`src/rtl/pi_reg_pkg.sv`:
```
package pi_reg_pkg;

    // Default widths of the regulator datapath
    localparam int SAMPLE_W = 12;
    localparam int GAIN_W   = 8;
    localparam int DUTY_W   = 8;
    localparam int SHIFT_W  = 4;
    localparam int INT_W    = 24;

    // Saturation state of the scaled demand
    typedef enum logic [1:0] {
        SAT_NONE = 2'd0,
        SAT_HI   = 2'd1,
        SAT_LO   = 2'd2
    } sat_e;

    // Controls that gate a regulator step
    typedef struct packed {
        logic en;
        logic strobe;
    } step_ctl_t;

endpackage

```
`src/rtl/pi_ref_hold.sv`:
```
module pi_ref_hold #(
    parameter int SAMPLE_W = pi_reg_pkg::SAMPLE_W
) (
    input  logic                clk,
    input  logic                rst,
    input  logic                load,
    input  logic [SAMPLE_W-1:0] ref_in,
    output logic [SAMPLE_W-1:0] ref_q
);

    // Set-point is refreshed far more slowly than the loop runs
    always_ff @(posedge clk) begin
        if (rst)
            ref_q <= '0;
        else if (load)
            ref_q <= ref_in;
    end

endmodule

```
`src/rtl/pi_integrator.sv`:
```
module pi_integrator
    import pi_reg_pkg::*;
#(
    parameter int ERR_W  = pi_reg_pkg::SAMPLE_W + 1,
    parameter int GAIN_W = pi_reg_pkg::GAIN_W,
    parameter int INT_W  = pi_reg_pkg::INT_W
) (
    input  logic                    clk,
    input  logic                    rst,
    input  step_ctl_t               ctl,
    input  logic signed [ERR_W-1:0] err,
    input  logic [GAIN_W-1:0]       ki,
    input  sat_e                    sat,
    output logic signed [INT_W-1:0] integ_q,
    output logic signed [INT_W-1:0] integ_cand
);

    localparam int PROD_W = ERR_W + GAIN_W + 1;
    localparam int ACC_W  = INT_W + 1;
    localparam logic signed [ACC_W-1:0] I_MAX = {2'b00, {(INT_W-1){1'b1}}};
    localparam logic signed [ACC_W-1:0] I_MIN = {2'b11, {(INT_W-1){1'b0}}};

    logic signed [PROD_W-1:0] inc;
    logic signed [ACC_W-1:0]  acc;
    logic                     hold;

    assign inc = err * $signed({1'b0, ki});
    assign acc = {integ_q[INT_W-1], integ_q}
               + {{(ACC_W-PROD_W){inc[PROD_W-1]}}, inc};

    // Keep the accumulator inside its own range
    always_comb begin
        if (acc > I_MAX)
            integ_cand = I_MAX[INT_W-1:0];
        else if (acc < I_MIN)
            integ_cand = I_MIN[INT_W-1:0];
        else
            integ_cand = acc[INT_W-1:0];
    end

    // Freeze when the output is already pinned the way the error pushes
    assign hold = ((sat == SAT_HI) && (err > 0)) || ((sat == SAT_LO) && (err < 0));

    always_ff @(posedge clk) begin
        if (rst || !ctl.en)
            integ_q <= '0;
        else if (ctl.strobe && !hold)
            integ_q <= integ_cand;
    end

endmodule

```
`src/rtl/pi_output_stage.sv`:
```
module pi_output_stage
    import pi_reg_pkg::*;
#(
    parameter int ERR_W   = pi_reg_pkg::SAMPLE_W + 1,
    parameter int GAIN_W  = pi_reg_pkg::GAIN_W,
    parameter int INT_W   = pi_reg_pkg::INT_W,
    parameter int SHIFT_W = pi_reg_pkg::SHIFT_W,
    parameter int DUTY_W  = pi_reg_pkg::DUTY_W
) (
    input  logic                    clk,
    input  logic                    rst,
    input  step_ctl_t               ctl,
    input  logic signed [ERR_W-1:0] err,
    input  logic [GAIN_W-1:0]       kp,
    input  logic [SHIFT_W-1:0]      shift,
    input  logic signed [INT_W-1:0] integ_cand,
    output sat_e                    sat,
    output logic [DUTY_W-1:0]       duty
);

    localparam int PROD_W = ERR_W + GAIN_W + 1;
    localparam int SUM_W  = INT_W + 1;
    localparam logic signed [SUM_W-1:0] U_MAX = SUM_W'((1 << (DUTY_W-1)) - 1);
    localparam logic signed [SUM_W-1:0] U_MIN = -SUM_W'(1 << (DUTY_W-1));
    localparam logic [DUTY_W-1:0] MID = {1'b1, {(DUTY_W-1){1'b0}}};

    logic signed [PROD_W-1:0] prop;
    logic signed [SUM_W-1:0]  sum;
    logic signed [SUM_W-1:0]  scaled;
    logic [DUTY_W-1:0]        u_sat;
    logic [DUTY_W-1:0]        duty_next;

    assign prop   = err * $signed({1'b0, kp});
    assign sum    = {integ_cand[INT_W-1], integ_cand}
                  + {{(SUM_W-PROD_W){prop[PROD_W-1]}}, prop};
    assign scaled = sum >>> shift;

    always_comb begin
        if (scaled > U_MAX) begin
            sat   = SAT_HI;
            u_sat = U_MAX[DUTY_W-1:0];
        end else if (scaled < U_MIN) begin
            sat   = SAT_LO;
            u_sat = U_MIN[DUTY_W-1:0];
        end else begin
            sat   = SAT_NONE;
            u_sat = scaled[DUTY_W-1:0];
        end
    end

    // Two's complement to offset binary: invert the sign bit
    assign duty_next = {~u_sat[DUTY_W-1], u_sat[DUTY_W-2:0]};

    always_ff @(posedge clk) begin
        if (rst || !ctl.en)
            duty <= MID;
        else if (ctl.strobe)
            duty <= duty_next;
    end

endmodule

```
`src/rtl/pi_current_reg.sv`:
```
module pi_current_reg
    import pi_reg_pkg::*;
#(
    parameter int SAMPLE_W = pi_reg_pkg::SAMPLE_W,
    parameter int GAIN_W   = pi_reg_pkg::GAIN_W,
    parameter int DUTY_W   = pi_reg_pkg::DUTY_W,
    parameter int SHIFT_W  = pi_reg_pkg::SHIFT_W,
    parameter int INT_W    = pi_reg_pkg::INT_W
) (
    input  logic                clk,
    input  logic                rst,
    input  logic                en,
    input  logic                ref_load,
    input  logic [SAMPLE_W-1:0] ref_in,
    input  logic                sample_strobe,
    input  logic [SAMPLE_W-1:0] sample_in,
    input  logic [GAIN_W-1:0]   kp,
    input  logic [GAIN_W-1:0]   ki,
    input  logic [SHIFT_W-1:0]  shift,
    output logic [DUTY_W-1:0]   duty
);

    localparam int ERR_W = SAMPLE_W + 1;

    logic [SAMPLE_W-1:0]     ref_q;
    logic signed [ERR_W-1:0] err;
    logic signed [INT_W-1:0] integ_q;
    logic signed [INT_W-1:0] integ_cand;
    sat_e                    sat;
    step_ctl_t               ctl;

    assign ctl.en     = en;
    assign ctl.strobe = sample_strobe;

    pi_ref_hold #(.SAMPLE_W(SAMPLE_W)) u_ref (
        .clk    (clk),
        .rst    (rst),
        .load   (ref_load),
        .ref_in (ref_in),
        .ref_q  (ref_q)
    );

    // Unfiltered error, set-point minus feedback
    assign err = $signed({1'b0, ref_q}) - $signed({1'b0, sample_in});

    pi_integrator #(.ERR_W(ERR_W), .GAIN_W(GAIN_W), .INT_W(INT_W)) u_int (
        .clk        (clk),
        .rst        (rst),
        .ctl        (ctl),
        .err        (err),
        .ki         (ki),
        .sat        (sat),
        .integ_q    (integ_q),
        .integ_cand (integ_cand)
    );

    pi_output_stage #(
        .ERR_W(ERR_W), .GAIN_W(GAIN_W), .INT_W(INT_W),
        .SHIFT_W(SHIFT_W), .DUTY_W(DUTY_W)
    ) u_out (
        .clk        (clk),
        .rst        (rst),
        .ctl        (ctl),
        .err        (err),
        .kp         (kp),
        .shift      (shift),
        .integ_cand (integ_cand),
        .sat        (sat),
        .duty       (duty)
    );

endmodule

```
`config.mk`:
```
export PLATFORM = sky130hd
export DESIGN_NAME = pi_current_reg
export DESIGN_NICKNAME = d
export VERILOG_FILES = /design/src/rtl/pi_reg_pkg.sv /design/src/rtl/pi_ref_hold.sv /design/src/rtl/pi_integrator.sv /design/src/rtl/pi_output_stage.sv /design/src/rtl/pi_current_reg.sv
export SDC_FILE = /design/constraint.sdc
export NUM_CORES = 1
export LEC_CHECK = 0
export CAP_MARGIN = 15
export CORE_ASPECT_RATIO = 0.7
export CORE_UTILIZATION = 42
export CTS_BUF_LIST = sky130_fd_sc_hd__clkbuf_2 sky130_fd_sc_hd__clkbuf_4 sky130_fd_sc_hd__clkbuf_8
export DETAILED_ROUTE_END_ITERATION = 10
export DONT_BUFFER_PORTS = 1
export GPL_TIMING_DRIVEN = 0
export PLACE_DENSITY = 0.57
export SYNTH_ARGS = -nofsm -noshare
export SYNTH_HDL_FRONTEND = slang
export SYNTH_SLANG_ARGS = --single-unit
```
`constraint.sdc`:
```
create_clock -name clk -period 35.9 [get_ports clk]
set_input_delay 5.385 -clock clk [delete_from_list [all_inputs] [get_ports clk]]
set_output_delay 5.385 -clock clk [all_outputs]
set_load 0.005 [all_outputs]
```
# Yosys cells after proc, flatten, opt, wreduce, memory -nomap -nowiden
# Cells that the tools add are included.
# classes
bitwise	1
add_sub_neg	3
mux	6
reduce_logical	7
n_lt_le_gt_ge	6
n_mul	2
n_eq_ne	2
shifts	1
# op_table
cell	n
adder 24 x 22 -> 25 bit	2
2-to-1 mux 24 bit	2
multiplier 13 x 9 -> 22 bit	2
greater-than comparator 25 x 24 -> 1 bit, second input constant	1
greater-than comparator 25 x 8 -> 1 bit, second input constant	1
< comparator 25 x 24 -> 1 bit, second input constant	1
< comparator 25 x 8 -> 1 bit, second input constant	1
>>> shifter 25 x 4 -> 25 bit	1
2-to-1 mux 8 bit	2
greater-than comparator 13 x 1 -> 1 bit, second input constant	1
< comparator 13 x 1 -> 1 bit, second input constant	1
subtractor 12 x 12 -> 13 bit	1
2-to-1 mux 2 bit	2
logical AND 1 bit	3
== test 2 x 1 -> 1 bit, second input constant	1
== test 2 bit, second input constant	1
zero test 1 bit	2
logical OR 1 bit	2
inverter 1 bit	1
# word_totals
ff_bits	44
output_inout_bits	8
elab_cells	31
input_bits	49

# Longest topological paths before layout
# Gate-level depths: netlist of run 1.
# logic_depth
word_depth	16
depth_mapped	55
ltp_nobuf	50

# Modules after synthesis
# Synthesis of run 1 repeated with hierarchy kept, for this count alone.
# unflattened
cells_unflattened	1803
area_unflattened_um2	14607.8
# by_module_without_submodules
mod	instances	cells_each	seq_area_each_um2	area_each_um2
pi_output_stage	1	964	160.2	7428.4
pi_integrator	1	710	480.5	6090.8
pi_current_reg	1	91	0.0	668.1
pi_ref_hold	1	38	240.2	420.4

# Worst setup path after synthesis of run 1
# OpenSTA, ideal clock, no wires.
# synth_timing
path_type	input-to-reg
from	input sample_in[0]
to	register u_int.integ_q[16]
setup_time_ns	0.133
required_time_ns	35.767
path_slack_ns	18.690
path_stages	54
arrival_time_ns	17.077
n_path_buf	5
cell_sequence	ha_1 fa_1 nor2b_1 o21ai_0 a21boi_0 o21ai_0 a21boi_0 o21ai_0 a21boi_0 o21ai_0 a211o_1 clkbuf_1 clkbuf_1 nand2_1 fa_1 inv_1 fa_1 fa_1 [... 18 more ...] fa_1 inv_1 ha_1 buf_2 and3_4 nor2b_1 o21a_1 or4b_4 a31oi_4 mux2_2 a31o_2 mux2_2 o31a_1 nor4_2 o41ai_2 buf_2 o211ai_1 o31ai_2
# synth_between
elab_chain_cells	16
word_cells_on_any_way	23
classes_between	3 x add/sub; 2 x mul; 6 x order compare; 2 x eq/ne; 1 x shift; 4 x mux; 5 x reduce/logical
# synth_rtl
element	line_no	source
start, declared	pi_current_reg.sv:16	input logic [SAMPLE_W-1:0] sample_in,
subtractor 12 x 12 -> 13 bit *	pi_current_reg.sv:44	assign err = $signed({1'b0, ref_q}) - $signed({1'b0, sample_in});
multiplier 13 x 9 -> 22 bit	pi_integrator.sv:27	assign inc = err * $signed({1'b0, ki});
adder 24 x 22 -> 25 bit	pi_integrator.sv:29	+ {{(ACC_W-PROD_W){inc[PROD_W-1]}}, inc};
< comparator 25 x 24 -> 1 bit	pi_integrator.sv:35	else if (acc < I_MIN)
2-to-1 mux 24 bit	pi_integrator.sv:35	
2-to-1 mux 24 bit	pi_integrator.sv:33	if (acc > I_MAX)
adder 24 x 22 -> 25 bit	pi_output_stage.sv:35	+ {{(SUM_W-PROD_W){prop[PROD_W-1]}}, prop};
>>> shifter 25 x 4 -> 25 bit	pi_output_stage.sv:36	assign scaled = sum >>> shift;
< comparator 25 x 8 -> 1 bit	pi_output_stage.sv:42	end else if (scaled < U_MIN) begin
2-to-1 mux 2 bit	pi_output_stage.sv:42	
2-to-1 mux 2 bit	pi_output_stage.sv:39	if (scaled > U_MAX) begin
== test 2 x 1 -> 1 bit or == test 2 bit (tied branches)	pi_integrator.sv:42	assign hold = ((sat == SAT_HI) && (err > 0)) || ((sat == SAT_LO) && (err < 0));
logical AND 1 bit	pi_integrator.sv:42	
logical OR 1 bit	pi_integrator.sv:42	
zero test 1 bit	pi_integrator.sv:47	else if (ctl.strobe && !hold)
logical AND 1 bit	pi_integrator.sv:47	
end signal, assigned	pi_integrator.sv:48	integ_q <= integ_cand;
end, declared	pi_integrator.sv:14	output logic signed [INT_W-1:0] integ_q,
# Mark *: on every way between the ends. The rest lies on a longest branch, timed or not.
# A chain may end at the register's enable or synchronous reset.

# Worst setup path after layout of run 1
# layout_timing
from	input sample_in[2]
to	register u_int.integ_q[23]
# layout_between
elab_chain_cells	16
word_cells_on_any_way	23
classes_between	3 x add/sub; 2 x mul; 6 x order compare; 2 x eq/ne; 1 x shift; 4 x mux; 5 x reduce/logical
# layout_rtl
element	line_no	source
subtractor 12 x 12 -> 13 bit *	pi_current_reg.sv:44	
multiplier 13 x 9 -> 22 bit *	pi_integrator.sv:27	
adder 24 x 22 -> 25 bit *	pi_integrator.sv:29	
< comparator 25 x 24 -> 1 bit	pi_integrator.sv:35	
2-to-1 mux 24 bit	pi_integrator.sv:35	
2-to-1 mux 24 bit *	pi_integrator.sv:33	
net integ_cand[23]	pi_current_reg.sv:28	logic signed [INT_W-1:0] integ_cand;
adder 24 x 22 -> 25 bit	pi_output_stage.sv:35	
>>> shifter 25 x 4 -> 25 bit	pi_output_stage.sv:36	
< comparator 25 x 8 -> 1 bit	pi_output_stage.sv:42	
2-to-1 mux 2 bit	pi_output_stage.sv:42	
2-to-1 mux 2 bit	pi_output_stage.sv:39	
== test 2 x 1 -> 1 bit or == test 2 bit (tied branches)	pi_integrator.sv:42	
logical AND 1 bit	pi_integrator.sv:42	
logical OR 1 bit	pi_integrator.sv:42	
zero test 1 bit	pi_integrator.sv:47	
logical AND 1 bit	pi_integrator.sv:47	
# The timed path passes the listed nets; every way through them passes the cells marked *.

==> results.toml, run 1 <==
[run_status]
status = "completed"

[sta]
setup-tns-final_ns = 0
hold_violations = 0
max_clock_freq_mhz = 49.0
fin_skew_ns = 0.0119
fin_ws_ns = 15.49
rsz0062_at_grt = "false"
relSlewSlack_pct = 18.8
drv_slew = 0
worst_slew_pin_slew_ns = 1.21
setup_violations = 0
fin_crit_sh_pct = 56.9
layout_min_cycle_time_ns = 20.41

[clocking]
cts_buffer_depth = 2
cts_made_buffers = 5
insertion_delay_ns = 0.33
cts_tree = "done"
clkTransAtPathRegs_ns = 0.09
cts_hold_buf = 0
post_cts_resized = 0
post-cts-setup-buffers = 0
cts.sinks = 44
root_buffer = "clkbuf_8"
htree_levels = 2

[placed_design]
portBuffers = 0
dp.cells = 2162
finalWeightedCongestion = 0.953
pre_cts_slack_ns = 15.29
dp_hpwl_um = 35200

[synthesis]
yosys_warnings = 0
synth_seq_cells = 44
avgSynthCellArea_um2 = 8.18
synth_edf_count = 0
synth_nets = 2118
synth_cell_types = 91
yosys_most_used_dff = "dfxtp_1"
netlist_area_mm2 = 0.0142
async_reset_ff_share_pct = 0
syn_inst = 1734
ys_seq_area_share_pct = 6.21

[cells_and_area]
mostFrequentLayoutCell = "inv_1"
multi_input_area_mm2 = 0.0117
nets = 2127
diodes = 0
area.growth.synth_to_final_pct = 4.45
instances_no_fill = 2170
ff_latch_area_um2 = 881
drive_gt1_share_pct = 4.36
nFillCells = 3301
final_cell_mix = "inv_1 (346), fa_1 (215), nand2_1 (135)"

[die]
row_count = 55
io_pins = 57
dieArea_mm2 = 0.0345
start_util_pct = 43.3
die_h_um = 156
core_area_mm2 = 0.0328
die_w_um = 222

[route]
vias_per_cell = 5.52
drt-met1-wl_um = 19600
wl_met2_um = 17000
num_vias = 12000
dr_wl_met3_um = 3410
drc = 0
firstDrtPassIters = 5
wl_per_cell_um = 18.6
ant_nets = 0
maxUsedRoutingLayer = "met4"
routed_wl_um = 40500
drt_iter0_drc = 956

[setup_path]
arrival_ns = 20.66
slowest_delay_ns = 0.99
endpoint_kind = "register"
crit_fanout = 10
startpoint_type = "input port"
slowest_stage = "o21ai_0"
crit_type = "in2reg"
required_ns = 36.15

[job]
drv_cap = 0

[global_routing]
grt_pass1_wl_um = 64000
grt_max_degree = 14
grt_pass1_vias = 11700
grt_overflow_total = 0
antenna_found_initial = 0
track_usage_pct = 23.9

[worst_hold_path]
min_path_type = "reg2reg"
==> cell usage after synthesis, types with 8 or more instances <==
library cell,count,area share (%)
o21ai_0,48,1.7
buf_1,8,0.21
nand4_1,10,0.44
xor2_1,13,0.80
clkbuf_1,57,1.5
xnor2_1,34,2.1
o211ai_1,15,0.79
o21ai_1,9,0.32
a211oi_1,19,1.0
nor2_1,80,2.1
a21o_1,20,1.1
a21boi_0,8,0.42
or3_1,10,0.44
nand2_1,135,3.6
fa_1,215,30
inv_1,346,9.2
and3_1,11,0.49
o21a_1,13,0.69
buf_2,9,0.32
a211oi_2,10,0.88
ha_1,120,11
mux2i_1,23,1.6
nor3_1,25,0.88
dfxtp_1,44,6.2
nand3_1,32,1.1
and2_1,116,5.1
nand2b_1,21,0.93
a21oi_1,96,3.4
nor2b_1,34,1.5
==> per-stage QoR <==
step / area, um2 / hold slack, ns / utilization [%]
after CTS: 14800 / 0.495 / 45.2
after detailed placement: 14700 / 0.481 / 45.0
after global placement: 14700 / 0.475 / 44.9
after global routing: 14800 / 0.518 / 45.2
after floorplan: 14200 / 0.435 / -
final: 14800 / 0.495 / 45.2
==> routing by layer <==
layer | global-route usage (%) | vias up
met1 | 35.5 | 5917
met2 | 35.3 | 356
li1 | - | 5671
met4 | 3.70 | 0
met5 | 0 | -
met3 | 5.76 | 25
==> final timing paths <==
kind                                       start                        endpoint  slack [ns]  cells after the start
setup / recovery                    sample_in[2]  u_int.integ_q[23]$_SDFFE_PP0P_       15.49                     54
setup reg to reg     u_ref.ref_q[0]$_SDFFE_PP0P_  u_int.integ_q[23]$_SDFFE_PP0P_       20.21                     55
hold / removal    u_int.integ_q[21]$_SDFFE_PP0P_  u_int.integ_q[21]$_SDFFE_PP0P_        0.50                      2
hold reg to reg   u_int.integ_q[21]$_SDFFE_PP0P_  u_int.integ_q[21]$_SDFFE_PP0P_        0.50                      2
==> state kept, by name, indices dropped and copies added, names as in the netlist <==
register and cells:
u_int.integ_q 24, u_ref.ref_q 12, u_out.duty 8
==> critical path: cells and delay by family <==
| family | cells | cell delay, ns |
|---|---|---|
| buffers and inverters | 13 | 3.53 |
| AND/OR/NAND/NOR | 9 | 2.19 |
| adder cells (fa/ha/maj) | 9 | 3.82 |
| XOR/XNOR | 1 | 0.41 |
| AO/OA/AOI/OAI | 22 | 5.30 |
==> final cells by class <==
class / instances / area share, %
Buffer: 79 / 2.30
Clock buffer: 5 / 0.464
Clock inverter: 2 / 0.0844
Inverter: 349 / 8.84
Multi-Input combinational cell: 1262 / 78.6
Sequential cell: 44 / 5.94
Tap cell: 427 / 3.60
Timing Repair Buffer: 2 / 0.110
==> logic make-up after synthesis <==
group / count (synthesis) / synth area share [%]
fa+ha+maj: 337 / 41.1
xor+xnor: 47 / 2.90
compound gates: 328 / 16.1
simple gates: 514 / 18.9
flops: 44 / 6.21
buf+inv: 428 / 11.6
mux: 36 / 3.21
Power of run 1 is left out: the tool's default activity adds up to more than one toggle a clock period on the data nets, which glitch-free logic cannot reach.
==> run 2: changes to the inputs <==
ABC_AREA = 1   (was not set)
clock period = 19.2 ns   (was 35.9 ns; I/O delays follow)
==> run 2 against run 1 <==
Sequential share of layout area increased by 0.15 points. Worst hold slack got worse by 0.023 ns. Clock-buffer cell count unchanged. First-iteration DRC count is 7.8% higher. Clock skew shrank 0.0029 ns. Setup slack lost 12 ns. Sequential cell count unchanged. Synthesized area shrank 2.6%. Final cell count grew 13%. Synthesized cell count up 17%. Largest cell class unchanged.
==> results.toml, run 2 <==
[run_status]
status = "completed"

[placed_design]
pre_cts_slack_ns = 3.13
dp_hpwl_um = 36200
finalWeightedCongestion = 0.931
portBuffers = 0
dp.cells = 2453

[clocking]
root_buffer = "clkbuf_8"
insertion_delay_ns = 0.33
htree_levels = 2
cts_buffer_depth = 2
cts_made_buffers = 5
cts.sinks = 44
post_cts_resized = 0
clkTransAtPathRegs_ns = 0.10
cts_hold_buf = 0
post-cts-setup-buffers = 0
cts_tree = "done"

[die]
die_h_um = 154
core_area_mm2 = 0.0323
start_util_pct = 42.7
io_pins = 57
row_count = 55
die_w_um = 219
dieArea_mm2 = 0.0336

[route]
num_vias = 12400
firstDrtPassIters = 5
vias_per_cell = 5.03
routed_wl_um = 41200
drt_iter0_drc = 1031
drc = 0
ant_nets = 0
wl_per_cell_um = 16.7

[synthesis]
synth_edf_count = 0
syn_inst = 2026
synth.most_common_cell = "inv_1"
synth_cell_types = 45
async_reset_ff_share_pct = 0
avgSynthCellArea_um2 = 6.82
synth_seq_cells = 44
synthTopCellsByArea = "fa_1 (31%), inv_1 (13%), nand2_1 (13%)"
synth_nets = 2410
yosys_most_used_dff = "dfxtp_1"
yosys-top-cells-count = "inv_1 (480), nand2_1 (475), fa_1 (215)"
yosys_warnings = 0
synth_area_leader_cell = "fa_1"
netlist_area_mm2 = 0.0138
synth_top_area_share_pct = 31.2
ys_seq_area_share_pct = 6.38

[setup_path]
r2r_slack_ns = 5.39
crit_buf_inv = 15
slowest_stage = "o21ai_0"
path_delay_family = "adder cells"
crit_type = "in2reg"
endpoint_kind = "register"
crit_top_cell = "nand2_1"
arrival_ns = 16.22
crit_fanout = 10
required_ns = 19.43
startpoint_type = "input port"
slowest_delay_ns = 0.91

[sta]
hold_violations = 0
max_clock_freq_mhz = 62.5
rsz0062_at_grt = "false"
fin_crit_sh_pct = 83.3
drv_slew = 0
worst_slew_pin_slew_ns = 1.13
relSlewSlack_pct = 24.5
layout_min_cycle_time_ns = 16.00
fin_skew_ns = 0.00894
setup-tns-final_ns = 0
setup_violations = 0
fin_ws_ns = 3.20

[cells_and_area]
area.growth.synth_to_final_pct = 4.67
mostFrequentLayoutCell = "inv_1"
regMostFlops = "u_int.integ_q"
top_regs = "u_int.integ_q x24, u_ref.ref_q x12, u_out.duty x8"
final_cell_mix = "inv_1 (480), nand2_1 (475), fa_1 (215)"
instances_no_fill = 2461
diodes = 0
largest_reg_flops = 24
drive_gt1_share_pct = 4.13
nets = 2417

[global_routing]
grt_max_degree = 15
grt_pass1_wl_um = 67300
antenna_found_initial = 1
track_usage_pct = 25.9
grt_pass1_vias = 12400
grt_overflow_total = 0

[worst_hold_path]
min_path_type = "reg2reg"

[job]
drv_cap = 0
## run 2: changes by cell type in the layout (fill, tap and decap cells not counted), sizes merged, moves of 21 or more
cell    change
nand2     +349
nor2      +147
inv       +140
and2      -111
nand3     +109
nor2b      -34
a211oi     -27
mux2i      -22
clkbuf     -21
nand2b     -21
## run 2: worst paths after layout
kind	cells past startpoint	start	to
min reg2reg	2	u_ref.ref_q[11]$_SDFFE_PP0P_	u_ref.ref_q[11]$_SDFFE_PP0P_
min	2	u_ref.ref_q[11]$_SDFFE_PP0P_	u_ref.ref_q[11]$_SDFFE_PP0P_
max	57	sample_in[3]	u_int.integ_q[16]$_SDFFE_PP0P_
max reg2reg	58	u_ref.ref_q[0]$_SDFFE_PP0P_	u_int.integ_q[16]$_SDFFE_PP0P_
## run 2: per-stage QoR
stage / utilization (%) / area [um2] / hold slack (ns)
after floorplan: - / 13800 / 0.437
after global placement: 44.4 / 14300 / 0.456
after detailed placement: 44.4 / 14300 / 0.459
after CTS: 44.7 / 14500 / 0.474
after global routing: 44.7 / 14500 / 0.487
final: 44.7 / 14500 / 0.472
## run 2: routing by layer
layer,GRT usage (%),wire length (um)
met5,0,0
met4,2.41,204
met3,4.39,3200
met2,36.8,16200
met1,41.5,21600
## run 2: layout make-up
cell class	instances	area (um2)
Fill cell	3476	17900
Multi-Input combinational cell	1434	10800
Inverter	494	1850
Sequential cell	44	881
Tap cell	427	534
Buffer	54	245
Clock buffer	5	68.8
Clock inverter	3	42.5
## run 2: logic make-up after synthesis
family	after synthesis	share of synthesized area (%)
mux	1	0.0725
flops	44	6.38
fa+ha+maj	335	42.0
buf+inv	548	15.2
simple gates	891	27.5
compound gates	173	6.71
xor+xnor	34	2.16
## run 2: worst reg2reg max path: cells and delay by family, from the launching register on
kind,cells,cell delay [ns]
simple gates,26,3.58
flops,1,0.31
buf+inv,15,2.15
xor+xnor,1,0.32
compound gates,6,2.78
fa+ha+maj,10,4.58
Power of run 2 is left out for the same reason.
